===== src/rtl/bcs_pkg.sv =====
package bcs_pkg;
    localparam int MODE_W = 13;
    localparam int BL_W   = 3;
    localparam int CL_W   = 2;

    typedef enum logic [BL_W-1:0] {
        BLEN_1    = 3'b000,
        BLEN_2    = 3'b001,
        BLEN_4    = 3'b010,
        BLEN_8    = 3'b011,
        BLEN_PAGE = 3'b111
    } blen_e;

    localparam logic [MODE_W-1:0] MODE_RST = 13'h020;

    typedef struct packed {
        logic [MODE_W-1:0] word;
        logic              err;
    } mreg_t;

    function automatic logic mode_legal(input logic [MODE_W-1:0] w);
        logic ok;
        ok = 1'b1;
        case (w[2:0])
            BLEN_1, BLEN_2, BLEN_4, BLEN_8: ok = 1'b1;
            BLEN_PAGE: if (w[3]) ok = 1'b0;
            default:   ok = 1'b0;
        endcase
        if (w[6:4] != 3'b010 && w[6:4] != 3'b011) ok = 1'b0;
        if (w[8:7] != 2'b00) ok = 1'b0;
        if (w[12:10] != 3'b000) ok = 1'b0;
        return ok;
    endfunction
endpackage


===== src/rtl/bcs_mode_reg.sv =====
module bcs_mode_reg
    import bcs_pkg::*;
(
    input  logic                 clk,
    input  logic                 rst_n,
    input  logic                 wr_en,
    input  logic [1:0]           bank_sel,
    input  logic [MODE_W-1:0]    wr_data,
    output logic [BL_W-1:0]      bl_code,
    output logic                 ilv,
    output logic [CL_W-1:0]      cas_lat,
    output logic                 wr_single,
    output logic                 err
);
    mreg_t st_d, st_q;

    always_comb begin
        st_d = st_q;
        if (wr_en && bank_sel == 2'b00) begin
            if (mode_legal(wr_data)) st_d.word = wr_data;
            else                     st_d.err  = 1'b1;
        end
    end

    always_ff @(posedge clk or negedge rst_n) begin
        if (!rst_n) st_q <= '{word: MODE_RST, err: 1'b0};
        else        st_q <= st_d;
    end

    assign bl_code   = st_q.word[2:0];
    assign ilv       = st_q.word[3];
    assign cas_lat   = st_q.word[5:4];
    assign wr_single = st_q.word[9];
    assign err       = st_q.err;

    // error flag only clears through reset
    a_r3_err_sticky: assert property (@(posedge clk) disable iff (!rst_n)
        err |=> err);
    // an illegal load keeps the previous word
    a_r3_bad_keeps_word: assert property (@(posedge clk) disable iff (!rst_n)
        (wr_en && bank_sel == 2'b00 && !mode_legal(wr_data)) |=> $stable(st_q.word));
    // loads aimed at other banks touch nothing
    a_r2_other_bank: assert property (@(posedge clk) disable iff (!rst_n)
        (wr_en && bank_sel != 2'b00) |=> $stable(st_q));
endmodule


===== src/rtl/bcs_col_gen.sv =====
module bcs_col_gen
    import bcs_pkg::*;
#(
    parameter int COL_W = 9
) (
    input  logic                 clk,
    input  logic                 rst_n,
    input  logic                 cmd_rd,
    input  logic                 cmd_wr,
    input  logic [COL_W-1:0]     start_col,
    input  logic                 stop_req,
    input  logic [BL_W-1:0]      bl_code,
    input  logic                 ilv,
    input  logic                 wr_single,
    output logic [COL_W-1:0]     col,
    output logic                 col_valid,
    output logic                 col_last
);
    typedef struct packed {
        logic             act;
        logic             full;
        logic             ilv;
        logic [COL_W-1:0] base;
        logic [COL_W-1:0] cnt;
        logic [COL_W-1:0] mask;
    } seq_t;

    seq_t st_d, st_q;
    logic             cmd_any;
    logic             one_shot;
    logic [COL_W-1:0] new_mask;
    logic [COL_W-1:0] low_seq, low_ilv;

    assign cmd_any  = cmd_rd | cmd_wr;
    assign one_shot = cmd_wr && !cmd_rd && wr_single;

    always_comb begin
        case (bl_code)
            BLEN_1:  new_mask = COL_W'(0);
            BLEN_2:  new_mask = COL_W'(1);
            BLEN_4:  new_mask = COL_W'(3);
            BLEN_8:  new_mask = COL_W'(7);
            default: new_mask = '1;
        endcase
        if (one_shot) new_mask = COL_W'(0);
    end

    assign low_seq   = (st_q.base + st_q.cnt) & st_q.mask;
    assign low_ilv   = (st_q.base ^ st_q.cnt) & st_q.mask;
    assign col       = (st_q.base & ~st_q.mask) | (st_q.ilv ? low_ilv : low_seq);
    assign col_valid = st_q.act;
    assign col_last  = st_q.act && !st_q.full && (st_q.cnt == st_q.mask);

    always_comb begin
        st_d = st_q;
        if (cmd_any) begin
            st_d.act  = 1'b1;
            st_d.full = (bl_code == BLEN_PAGE) && !one_shot;
            st_d.ilv  = ilv && !((bl_code == BLEN_PAGE) && !one_shot);
            st_d.base = start_col;
            st_d.cnt  = '0;
            st_d.mask = new_mask;
        end else if (st_q.act) begin
            if (stop_req || col_last) st_d.act = 1'b0;
            else                      st_d.cnt = st_q.cnt + COL_W'(1);
        end
    end

    always_ff @(posedge clk or negedge rst_n) begin
        if (!rst_n) st_q <= '0;
        else        st_q <= st_d;
    end

    // a command shows its start column on the next cycle
    a_r5_first_col: assert property (@(posedge clk) disable iff (!rst_n)
        cmd_any |=> (col_valid && col == $past(start_col)));
    // a stop ends the burst at once
    a_r10_stop_idle: assert property (@(posedge clk) disable iff (!rst_n)
        (col_valid && stop_req && !cmd_any) |=> !col_valid);
    // nothing follows the final column
    a_r9_after_last: assert property (@(posedge clk) disable iff (!rst_n)
        (col_last && !cmd_any) |=> !col_valid);
    // upper column bits stay fixed inside a burst
    a_r6_upper_fixed: assert property (@(posedge clk) disable iff (!rst_n)
        (col_valid && !col_last && !stop_req && !cmd_any) |=>
        (col_valid && ((col ^ $past(col)) & ~st_q.mask) == '0));
endmodule


===== src/rtl/burst_col_seq.sv =====
module burst_col_seq
    import bcs_pkg::*;
#(
    parameter int COL_W = 9
) (
    input  logic               clk,
    input  logic               rst_n,
    input  logic               mrs_stb,
    input  logic [1:0]         bank_sel,
    input  logic [12:0]        mode_in,
    input  logic               cmd_rd,
    input  logic               cmd_wr,
    input  logic [COL_W-1:0]   start_col,
    input  logic               stop_req,
    output logic [COL_W-1:0]   col,
    output logic               col_valid,
    output logic               col_last,
    output logic [1:0]         cas_lat,
    output logic               wr_single,
    output logic               mode_err
);
    logic [BL_W-1:0] bl_code;
    logic            ilv;

    bcs_mode_reg u_mode (
        .clk       (clk),
        .rst_n     (rst_n),
        .wr_en     (mrs_stb),
        .bank_sel  (bank_sel),
        .wr_data   (mode_in),
        .bl_code   (bl_code),
        .ilv       (ilv),
        .cas_lat   (cas_lat),
        .wr_single (wr_single),
        .err       (mode_err)
    );

    bcs_col_gen #(.COL_W(COL_W)) u_gen (
        .clk       (clk),
        .rst_n     (rst_n),
        .cmd_rd    (cmd_rd),
        .cmd_wr    (cmd_wr),
        .start_col (start_col),
        .stop_req  (stop_req),
        .bl_code   (bl_code),
        .ilv       (ilv),
        .wr_single (wr_single),
        .col       (col),
        .col_valid (col_valid),
        .col_last  (col_last)
    );

    // the last flag never stands alone
    a_r9_last_valid: assert property (@(posedge clk) disable iff (!rst_n)
        col_last |-> col_valid);
endmodule


===== config.mk =====
export PLATFORM = sky130hd
export DESIGN_NAME = burst_col_seq
export DESIGN_NICKNAME = d
export VERILOG_FILES = /design/src/rtl/bcs_pkg.sv /design/src/rtl/bcs_mode_reg.sv /design/src/rtl/bcs_col_gen.sv /design/src/rtl/burst_col_seq.sv
export SDC_FILE = /design/constraint.sdc
export NUM_CORES = 1
export LEC_CHECK = 0
export ABC_AREA = 1
export BUFFER_PORTS_ARGS = -buffer_cell sky130_fd_sc_hd__clkbuf_2
export CAP_MARGIN = 30
export CORE_MARGIN = 10
export CORE_UTILIZATION = 35
export CTS_BUF_LIST = sky130_fd_sc_hd__clkbuf_4 sky130_fd_sc_hd__clkbuf_8
export DETAILED_ROUTE_END_ITERATION = 10
export SYNTH_ARGS = -nofsm -noshare
export SYNTH_HDL_FRONTEND = slang
export SYNTH_SLANG_ARGS = --single-unit

===== constraint.sdc =====
create_clock -name clk -period 2.2 [get_ports clk]
set_input_delay 0.11 -clock clk [delete_from_list [all_inputs] [get_ports clk]]
set_output_delay 0.11 -clock clk [all_outputs]
set_load 0.005 [all_outputs]

==> flow_metrics.env, run 1 <==
export IMPL_outcome="finished, final reports clean"
export IMPL_synth_area_leaders="dfrtp_1 38%, nand2_1 20%, inv_1 7.9%"
export IMPL_worst_r2r_cell_count=6
export IMPL_fmax_ghz=0.4694
export IMPL_overflow=0
export IMPL_finClkSkew_ns=0.006392
export IMPL_r2r_start="u_gen.st_q[7]"
export IMPL_yosysTopAreaCell="dfrtp_1"
export IMPL_start_kind="flip-flop"
export IMPL_fillers=636
export IMPL_drt_iter0_drc=72
export IMPL_vias=2035
export IMPL_numCtsBuffers=5
export IMPL_worstHoldStart="start_col[4]"
export IMPL_start_util=0.3605
export IMPL_root_buffer="clkbuf_8"
export IMPL_clk_latency_ns=0.29
export IMPL_routed_wl_um=5401
export IMPL_place_ws_ns=0.2378
export IMPL_synth_edff_count=0
export IMPL_critPathRequiredTime_ns=2.09
export IMPL_vdd_drop_max_uv=319.5
export IMPL_area_growth_pct=21.04
export IMPL_endpoint_kind="output pin"
export IMPL_num_io_pins=45
export IMPL_gp_congestion=0.7904
export IMPL_finalMaxSlewViolations=0
export IMPL_fin_ws_ns=0.06947
export IMPL_finalCritPeriodShare=0.9684
export IMPL_ant_nets=0
export IMPL_setup_violations=0
export IMPL_dp_hpwl_um=3968
export IMPL_core_um2=5921
export IMPL_slew_headroom=0.4246
export IMPL_yosysTopAreaCellShare=0.3751
export IMPL_cp_common_cell="nand2_1"
export IMPL_synth_avg_cell_area_um2=6.953
export IMPL_synth_flop_cell="dfrtp_1"
export IMPL_async_reset_ff_frac=1.000
export IMPL_die_height_um=98.10
export IMPL_portBuffers=44
export IMPL_cts_sinks=33
export IMPL_routedWlPerCell_um=12.53
export IMPL_grt_pass1_vias=2080
export IMPL_fin_nets=395
export IMPL_cp_slowest_cell="dfrtp_1"
export IMPL_r2r_end="u_gen.st_q[9]"
export IMPL_grt_first_pass_wirelength_um=9315
export IMPL_yosysWarnings=0
export IMPL_grt_usage=0.1129
export IMPL_hold_violations=0
export IMPL_diodes=0
export IMPL_synth_seq_cells=33
export IMPL_rows=28
export IMPL_drc=0
export IMPL_antenna_found_initial=0
export IMPL_ff2ff_setup_slack_ns=0.62
export IMPL_syn_area_um2=2135
export IMPL_crit_arrival_ns=2.02
export IMPL_min_period_ns=2.131
export IMPL_powerDensity_nw_per_um2=550.7
export IMPL_synth_cell_types=27
export IMPL_synth_cells=307
export IMPL_crit_chain="ha_2, inv_1, fa_2, inv_1, nand2_1, nand2_2, nand3_2, nand2_2, nand2_1, nand2_2, nand3_1, nand2_1, nand2_1, clkbuf_2"
export IMPL_worstMarginPinSlew_ns=0.8631
export IMPL_first_pass_iters=4
export IMPL_clk_path_buf_depth=2
export IMPL_die_w_um=98.10
export IMPL_layout_commonest_cell="nand2_1"
export IMPL_synth_nets=347
export IMPL_cts_tree="yes"
export IMPL_hold_path_class="in -> reg"
export IMPL_yosysSeqAreaShare=0.3875
export IMPL_clk_pin_slew_worst_paths_ns=0.08
export IMPL_drive_gt1_frac=0.1910
export IMPL_final_core_util=0.4364
export IMPL_layout_common_cells="108 x nand2_1, 45 x inv_1, 44 x clkbuf_2, 32 x dfrtp_1, 28 x nand3_1"
export IMPL_hold_depth=3
export IMPL_path_max_fanout=2
export IMPL_max_stage_delay_ns=0.36
export IMPL_viasPerCell=4.722
export IMPL_htreeDepth=2
export IMPL_dieArea_um2=9623
export IMPL_drv_cap=0
export IMPL_grt_max_degree=34
export IMPL_rsz0062_at_grt="true"
export IMPL_min_to="u_gen.st_q[22]"
export IMPL_power_leakage_uw=0.001487
export IMPL_criticalPathCategory="reg -> out"
-- cell usage after synthesis (2+ instances only) --
master / count
o21ai_0: 10
o22ai_1: 3
clkbuf_1: 2
buf_2: 5
a21o_1: 2
o21ai_1: 6
ha_1: 9
nand3_1: 29
dfrtp_1: 32
nor2_1: 19
xor2_1: 7
nand2_1: 111
nor3_1: 2
nand4_1: 10
inv_1: 45
a21oi_1: 4
-- cells by family (layout without fill, tap and decap cells) --
group / count (synthesis) / in the layout / share of synthesized area
AOI/OAI and AO/OA: 26 / 26 / 0.06858
xor gates and xnor gates: 8 / 8 / 0.03283
buffers and inverters: 53 / 102 / 0.09789
and+or+nand+nor: 177 / 177 / 0.3511
adders and majority gates: 10 / 10 / 0.06213
DFF: 33 / 33 / 0.3875
-- layer usage --
layer / up-vias / global-route usage / wire length (um) / share of wire
met1: 913 / 0.1336 / 2503 / 0.46
met2: 47 / 0.1919 / 2536 / 0.47
met4: 0 / 0.03020 / 46 / 0.0085
met5: - / 0 / 0 / 0
met3: 5 / 0.03524 / 315 / 0.058
li1: 1070 / - / - / -
-- per-stage QoR --
step	cells	total power [uW]	cell area [um2]	hold slack (ns)	TNS (ns)
floorplan	307	765.6	2135	-0.1856	0
global placement	419	847.7	2419	0.2714	0
detailed placement	419	852.3	2419	0.2751	0
CTS	431	1452	2566	0.00008946	0
global route	431	1516	2584	0.01029	-0.1769
finish	431	1423	2584	0.007475	0
-- where the power goes --
part	switching (uW)	total [uW]	internal, uW
logic	120	198	77.8
clock network	242	580	339
registers	17.1	645	628
-- area by class of cell --
type	instances	area, um2	share of cell area
clock buffers	5	68.82	0.02663
clock inverters	3	46.29	0.01792
inverters	45	168.9	0.06538
multi-input cells	221	1119	0.4329
flip-flops and latches	33	827.0	0.3201
well taps	75	93.84	0.03632
repair buffers	49	260.3	0.1007
-- flip-flops by register name, summed over array words and instances (netlist names) --
signal and count:
u_gen.col_valid 1, u_gen.st_q 24, u_mode.bl_code 3, u_mode.cas_lat 2, u_mode.err 1, u_mode.ilv 1, u_mode.wr_single 1
-- how the worst max path moves through the flow --
stage	startpoint	slack, ns	to	cells past startpoint
after floorplan	u_gen.st_q[9]	0.53	col[8]	13
after global placement	u_gen.st_q[9]	0.28	col[8]	14
after detailed placement	u_gen.st_q[9]	0.24	col[8]	14
after CTS	u_gen.st_q[9]	0.006	col[8]	14
after global routing	u_gen.st_q[9]	-0.12	col[8]	14
final	u_gen.st_q[9]	0.07	col[8]	14
-- worst max-delay path, delay by kind of cell (launching register included) --
family	cells	cell delay (ns)
buffers and inverters	3	0.23
adder cells (fa/ha/maj)	2	0.53
AND/OR/NAND/NOR	9	0.63
flip-flops	1	0.36
-- what timing repair did --
item / in CTS / in global routing
resized for setup: 0 / 6
endpoints found under the setup margin: 2 / 3
hold endpoints to repair: 32 / 0
hold buffers: 1 / 0
buffers inserted: 3 / 0
pin swaps: 0 / 2
(Power assumes the default switching activity.)
==> inputs of run 2 (changes only) <==
--- a/config.mk
+++ b/config.mk
@@ -8,7 +8,7 @@
 export ABC_AREA = 1
 export BUFFER_PORTS_ARGS = -buffer_cell sky130_fd_sc_hd__clkbuf_2
 export CAP_MARGIN = 30
-export CORE_MARGIN = 10
+export CORE_MARGIN = 8
 export CORE_UTILIZATION = 35
 export CTS_BUF_LIST = sky130_fd_sc_hd__clkbuf_4 sky130_fd_sc_hd__clkbuf_8
 export DETAILED_ROUTE_END_ITERATION = 10
==> run 2 against run 1 <==
  * Critical path depth is the same
  * Register-to-register slack is essentially flat
  * Clock skew is essentially flat
  * Power is essentially flat
  * Worst setup slack gained 0.038 ns
  * Wire length shrank 4.8%
  * Sequential share of layout area grew 0.064 points
  * Largest cell class unchanged
==> flow_metrics.env, run 2 (synthesis results as in run 1) <==
export IMPL_power_leakage_uw=0.001485
export IMPL_drv_cap=0
export IMPL_viasPerCell=4.640
export IMPL_dp_hpwl_um=3899
export IMPL_clk_pin_slew_worst_paths_ns=0.08
export IMPL_layout_common_cells="109 x nand2_1, 45 x inv_1, 44 x clkbuf_2, 31 x dfrtp_1, 28 x nand3_1"
export IMPL_numPlacedInstances=419
export IMPL_fmax_ghz=0.4779
export IMPL_numCtsBuffers=5
export IMPL_r2r_start="u_gen.st_q[7]"
export IMPL_diodes=0
export IMPL_routedWlPerCell_um=11.93
export IMPL_rows=28
export IMPL_min_period_ns=2.093
export IMPL_ff2ff_setup_slack_ns=0.62
export IMPL_hold_depth=3
export IMPL_criticalPathCategory="reg -> out"
export IMPL_dieArea_um2=8854
export IMPL_vdd_drop_max_uv=286.8
export IMPL_largest_reg_flops=24
export IMPL_first_pass_iters=4
export IMPL_grt_first_pass_wirelength_um=8763
export IMPL_crit_chain="ha_2, inv_1, fa_2, inv_1, nand2_1, nand2_2, nand3_2, nand2_2, nand2_1, nand2_1, nand3_1, nand2_1, nand2_1, clkbuf_2"
export IMPL_finClkSkew_ns=0.006392
export IMPL_drt_iter0_drc=91
export IMPL_die_w_um=94.10
export IMPL_vias=2000
export IMPL_routed_wl_um=5141
export IMPL_antenna_found_initial=0
export IMPL_cts_tree="yes"
export IMPL_ant_nets=0
export IMPL_worst_r2r_cell_count=6
export IMPL_fin_nets=395
export IMPL_cp_common_cell="nand2_1"
export IMPL_overflow=0
export IMPL_clk_path_buf_depth=2
export IMPL_slew_headroom=0.4303
export IMPL_fin_cells=431
export IMPL_start_util=0.3605
export IMPL_htreeDepth=2
export IMPL_max_stage_delay_ns=0.37
export IMPL_die_height_um=94.10
export IMPL_drive_gt1_frac=0.1910
export IMPL_final_core_util=0.4362
export IMPL_clk_latency_ns=0.29
export IMPL_rsz0062_at_grt="true"
export IMPL_layout_commonest_cell="nand2_1"
export IMPL_path_max_fanout=2
export IMPL_min_to="u_gen.st_q[22]"
export IMPL_core_um2=5921
export IMPL_holdWs_ns=0.01328
export IMPL_finalCritPeriodShare=0.9512
export IMPL_worstHoldStart="start_col[4]"
export IMPL_grt_usage=0.1230
export IMPL_start_kind="flip-flop"
export IMPL_gp_congestion=0.8176
export IMPL_hold_path_class="in -> reg"
export IMPL_endpoint_kind="output pin"
export IMPL_num_io_pins=45
export IMPL_finalMaxSlewViolations=0
export IMPL_cp_slowest_cell="dfrtp_1"
export IMPL_grt_pass1_vias=1944
export IMPL_critPathRequiredTime_ns=2.09
export IMPL_grt_max_degree=34
export IMPL_outcome="finished, final reports clean"
export IMPL_worstMarginPinSlew_ns=0.8546
export IMPL_top_register="u_gen.st_q"
export IMPL_portBuffers=44
export IMPL_hold_violations=0
export IMPL_area_growth_pct=20.98
export IMPL_setup_violations=0
export IMPL_powerDensity_nw_per_um2=550.5
export IMPL_crit_arrival_ns=1.98
export IMPL_cts_sinks=33
export IMPL_drc=0
export IMPL_root_buffer="clkbuf_8"
export IMPL_r2r_end="u_gen.st_q[11]"
-- run 2: critical path, delay by kind of cell, from the launching register on --
| family | cells | cell delay (ns) |
|---|---|---|
| flip-flops | 1 | 0.37 |
| buffers and inverters | 3 | 0.21 |
| adder cells (fa/ha/maj) | 2 | 0.52 |
| AND/OR/NAND/NOR | 9 | 0.59 |
-- run 2: worst max-delay path by stage --
stage	to	from	cells after the start	slack, ns
final	col[8]	u_gen.st_q[9]	14	0.11
after CTS	col[8]	u_gen.st_q[10]	13	0.0002
after floorplan	col[8]	u_gen.st_q[9]	13	0.53
after global placement	col[8]	u_gen.st_q[9]	14	0.28
after detailed placement	col[8]	u_gen.st_q[9]	14	0.23
after global routing	col[8]	u_gen.st_q[9]	14	-0.04
-- run 2: where the power goes --
part	internal [uW]	total, uW	switching (uW)
sequential	628	644	16.4
combinational	77.7	195	117
clock	339	583	244
total	1040	1420	377
-- run 2: per-layer routing --
metal / global-route usage / routed length (um)
met5: 0 / 0
met4: 0.03170 / 44
met3: 0.03677 / 258
met2: 0.2077 / 2432
met1: 0.1479 / 2405
-- run 2: cell type report --
type | count | area [um2]
repair buffers | 49 | 260.3
fillers | 664 | 3338
well taps | 75 | 93.84
clock buffers | 5 | 68.82
flip-flops and latches | 33 | 828.3
multi-input cells | 221 | 1116
clock inverters | 3 | 46.29
inverters | 45 | 168.9
-- run 2: metrics by stage --
step	setup WS (ns)	TNS, ns	instance area, um2	power, uW
CTS	0.0002305	0	2559	1446
finish	0.1074	0	2582	1422
global route	-0.03797	-0.05246	2582	1504
detailed placement	0.2289	0	2419	850.4
floorplan	0.5315	0	2135	765.6
global placement	0.2820	0	2419	847.8
-- run 2: what timing repair did --
action	CTS	global route
setup endpoints to repair	3	3
setup buffers	2	1
pin swaps	0	2
gates cloned	0	0
resized for setup	0	6
endpoints found under the hold margin	32	0
hold buffers	1	0
==> inputs of run 3 (changes only) <==
--- a/config.mk
+++ b/config.mk
@@ -5,7 +5,7 @@
 export SDC_FILE = /design/constraint.sdc
 export NUM_CORES = 1
 export LEC_CHECK = 0
-export ABC_AREA = 1
+export ABC_AREA = 0
 export BUFFER_PORTS_ARGS = -buffer_cell sky130_fd_sc_hd__clkbuf_2
 export CAP_MARGIN = 30
 export CORE_MARGIN = 8
==> run 3 against run 2 <==
  * The run now ends with negative setup slack left
  * Combinational power is 3% higher
  * Largest power group is now the clock network
  * Clock power grew 20%
  * Critical endpoint is now col[6]
  * Die area fell by 3.3%
  * Register-to-register slack got worse by 0.42 ns
  * Highest routed layer unchanged
  * Via count fell by 10%
==> flow_metrics.env, run 3 <==
export IMPL_path_max_fanout=3
export IMPL_max_stage_delay_ns=0.39
export IMPL_slew_headroom=0.4513
export IMPL_crit_chain="ha_2, inv_2, fa_2, nor2b_2, o31a_1, o21a_1, or3_1, nand3_1, buf_2"
export IMPL_synth_cell_types=44
export IMPL_cts_sinks=33
export IMPL_cp_slowest_cell="dfrtp_1"
export IMPL_diodes=0
export IMPL_drv_cap=0
export IMPL_root_buffer="clkbuf_8"
export IMPL_fin_nets=321
export IMPL_finClkSkew_ns=0.005879
export IMPL_dieArea_um2=8565
export IMPL_vias=1791
export IMPL_overflow=0
export IMPL_finalCritPeriodShare=1.046
export IMPL_clk_pin_slew_worst_paths_ns=0.08
export IMPL_core_um2=5781
export IMPL_portBuffers=44
export IMPL_rows=28
export IMPL_routed_wl_um=4976
export IMPL_final_setup_tns_ns=-0.2011
export IMPL_yosysSeqAreaShare=0.4033
export IMPL_synth_avg_cell_area_um2=9.196
export IMPL_yosysTopAreaCell="dfrtp_1"
export IMPL_grt_usage=0.1204
export IMPL_stdcell_area_um2=2608
export IMPL_ant_nets=0
export IMPL_routedWlPerCell_um=13.94
export IMPL_antenna_found_initial=0
export IMPL_drc=0
export IMPL_violations="negative setup slack"
export IMPL_synthMostInstantiatedCell="nand2_1"
export IMPL_area_growth_pct=27.15
export IMPL_die_height_um=92.55
export IMPL_critPathRequiredTime_ns=2.09
export IMPL_crit_arrival_ns=2.19
export IMPL_hold_violations=0
export IMPL_hold_path_class="in -> reg"
export IMPL_htreeDepth=2
export IMPL_fin_cells=357
export IMPL_numCtsBuffers=5
export IMPL_cts_tree="yes"
export IMPL_die_w_um=92.55
export IMPL_power_leakage_uw=0.001183
export IMPL_syn_area_um2=2051
export IMPL_fin_ws_ns=-0.1020
export IMPL_synth_area_leaders="dfrtp_1 39%, nand2_1 7.7%, ha_1 5.5%"
export IMPL_first_pass_iters=4
export IMPL_grt_pass1_vias=1830
export IMPL_yosysWarnings=0
export IMPL_synth_flop_cell="dfrtp_1"
export IMPL_layout_common_cells="42 x nand2_1, 40 x clkbuf_2, 32 x dfrtp_1, 14 x o21ai_0"
export IMPL_synth_cells=223
export IMPL_start_kind="flip-flop"
export IMPL_viasPerCell=5.017
export IMPL_path_delay_family="simple AND/OR/NAND/NOR gates"
export IMPL_ys_top_cells_by_count="42 x nand2_1, 32 x dfrtp_1, 15 x o21ai_0, 13 x nor2_1, 12 x a21oi_1"
export IMPL_num_io_pins=45
export IMPL_async_reset_ff_frac=1.000
export IMPL_min_period_ns=2.302
export IMPL_clk_path_buf_depth=2
export IMPL_gp_congestion=0.8011
export IMPL_total_power_uw=1550
export IMPL_grt_first_pass_wirelength_um=8314
export IMPL_drive_gt1_frac=0.3617
export IMPL_criticalPathCategory="reg -> out"
export IMPL_placed_area_um2=2379
export IMPL_place_ws_ns=0.1149
export IMPL_layout_commonest_cell="nand2_1"
export IMPL_dp_hpwl_um=3656
export IMPL_setup_violations=2
export IMPL_rsz0062_at_grt="true"
export IMPL_drt_iter0_drc=34
export IMPL_yosysTopAreaCellShare=0.3905
export IMPL_synth_nets=263
export IMPL_vdd_drop_max_uv=383.9
export IMPL_top_register="u_gen.st_q"
export IMPL_worst_path_buf_inv=2
export IMPL_finalMaxSlewViolations=0
export IMPL_numPlacedInstances=344
export IMPL_outcome="finished, violations left"
export IMPL_largest_reg_flops=24
export IMPL_worstMarginPinSlew_ns=0.8231
export IMPL_clk_latency_ns=0.29
export IMPL_endpoint_kind="output pin"
export IMPL_start_util=0.3548
export IMPL_fmax_ghz=0.4344
export IMPL_grt_max_degree=34
export IMPL_synth_edff_count=0
export IMPL_synth_seq_cells=33
export IMPL_powerDensity_nw_per_um2=594.3
-- run 3: where the power goes --
group	total, uW	switching (uW)	internal (uW)
clock network	702	245	456
logic	201	105	95.5
registers	647	20.2	627
total	1550	371	1180
-- run 3: repair_timing --
action                                  CTS  global route
hold buffers                              1             0
pin swaps                                 1             7
gates resized for setup                   7             8
endpoints found under the setup margin    5             6
hold endpoints to repair                 32             0
gates cloned                              0             0
setup buffers                             1             3
-- run 3: worst paths after layout --
path / cells past startpoint / slack (ns) / startpoint / endpoint
worst max register to register: 7 / 0.20 / u_gen.st_q[9] / u_gen.st_q[11]
max in group asynchronous: 2 / 1.24 / rst_n / u_gen.st_q[17]
worst min register to register: 1 / 0.49 / u_mode.err / u_mode.err
min in group asynchronous: 2 / 0.43 / rst_n / u_mode.cas_lat[0]
worst min-delay path: 3 / 0.01 / start_col[2] / u_gen.st_q[20]
worst max-delay path: 9 / -0.10 / u_gen.st_q[9] / col[6]
-- run 3: cells by family after synthesis --
| family | Yosys count | synth area share |
|---|---|---|
| DFF | 33 | 0.4033 |
| muxes | 7 | 0.03844 |
| AOI/OAI and AO/OA | 57 | 0.1861 |
| buffers and inverters | 15 | 0.04881 |
| xor gates and xnor gates | 9 | 0.03844 |
| and+or+nand+nor | 92 | 0.2203 |
| adders and majority gates | 10 | 0.06467 |
-- run 3: stage by stage --
stage	hold slack, ns	utilization
6_report	0.01107	0.4511
3_5_place_dp	0.2483	0.4115
3_3_place_gp	0.2501	0.4115
4_1_cts	0.004577	0.4409
5_1_grt	0.01644	0.4511
2_1_floorplan	-0.1856	-
-- run 3: layout make-up --
cell class              count  area, um2
clock buffers               5      68.82
clock inverters             3      68.82
fillers                   572       3173
inverters                   7      26.28
multi-input cells         175       1175
flip-flops and latches     33      827.0
well taps                  75      93.84
repair buffers             59      347.8
-- run 3: layer usage --
metal,share of wire,track usage,up-vias
li1,-,-,915
met1,0.46,0.1371,829
met2,0.48,0.2086,40
met3,0.049,0.03641,7
met4,0.015,0.04295,0
met5,0,0,-
-- run 3: worst min-delay path: stages --
cell and delay [ns]:
clkbuf_2 0.07, nand2_1 0.04, nand2_1 0.05
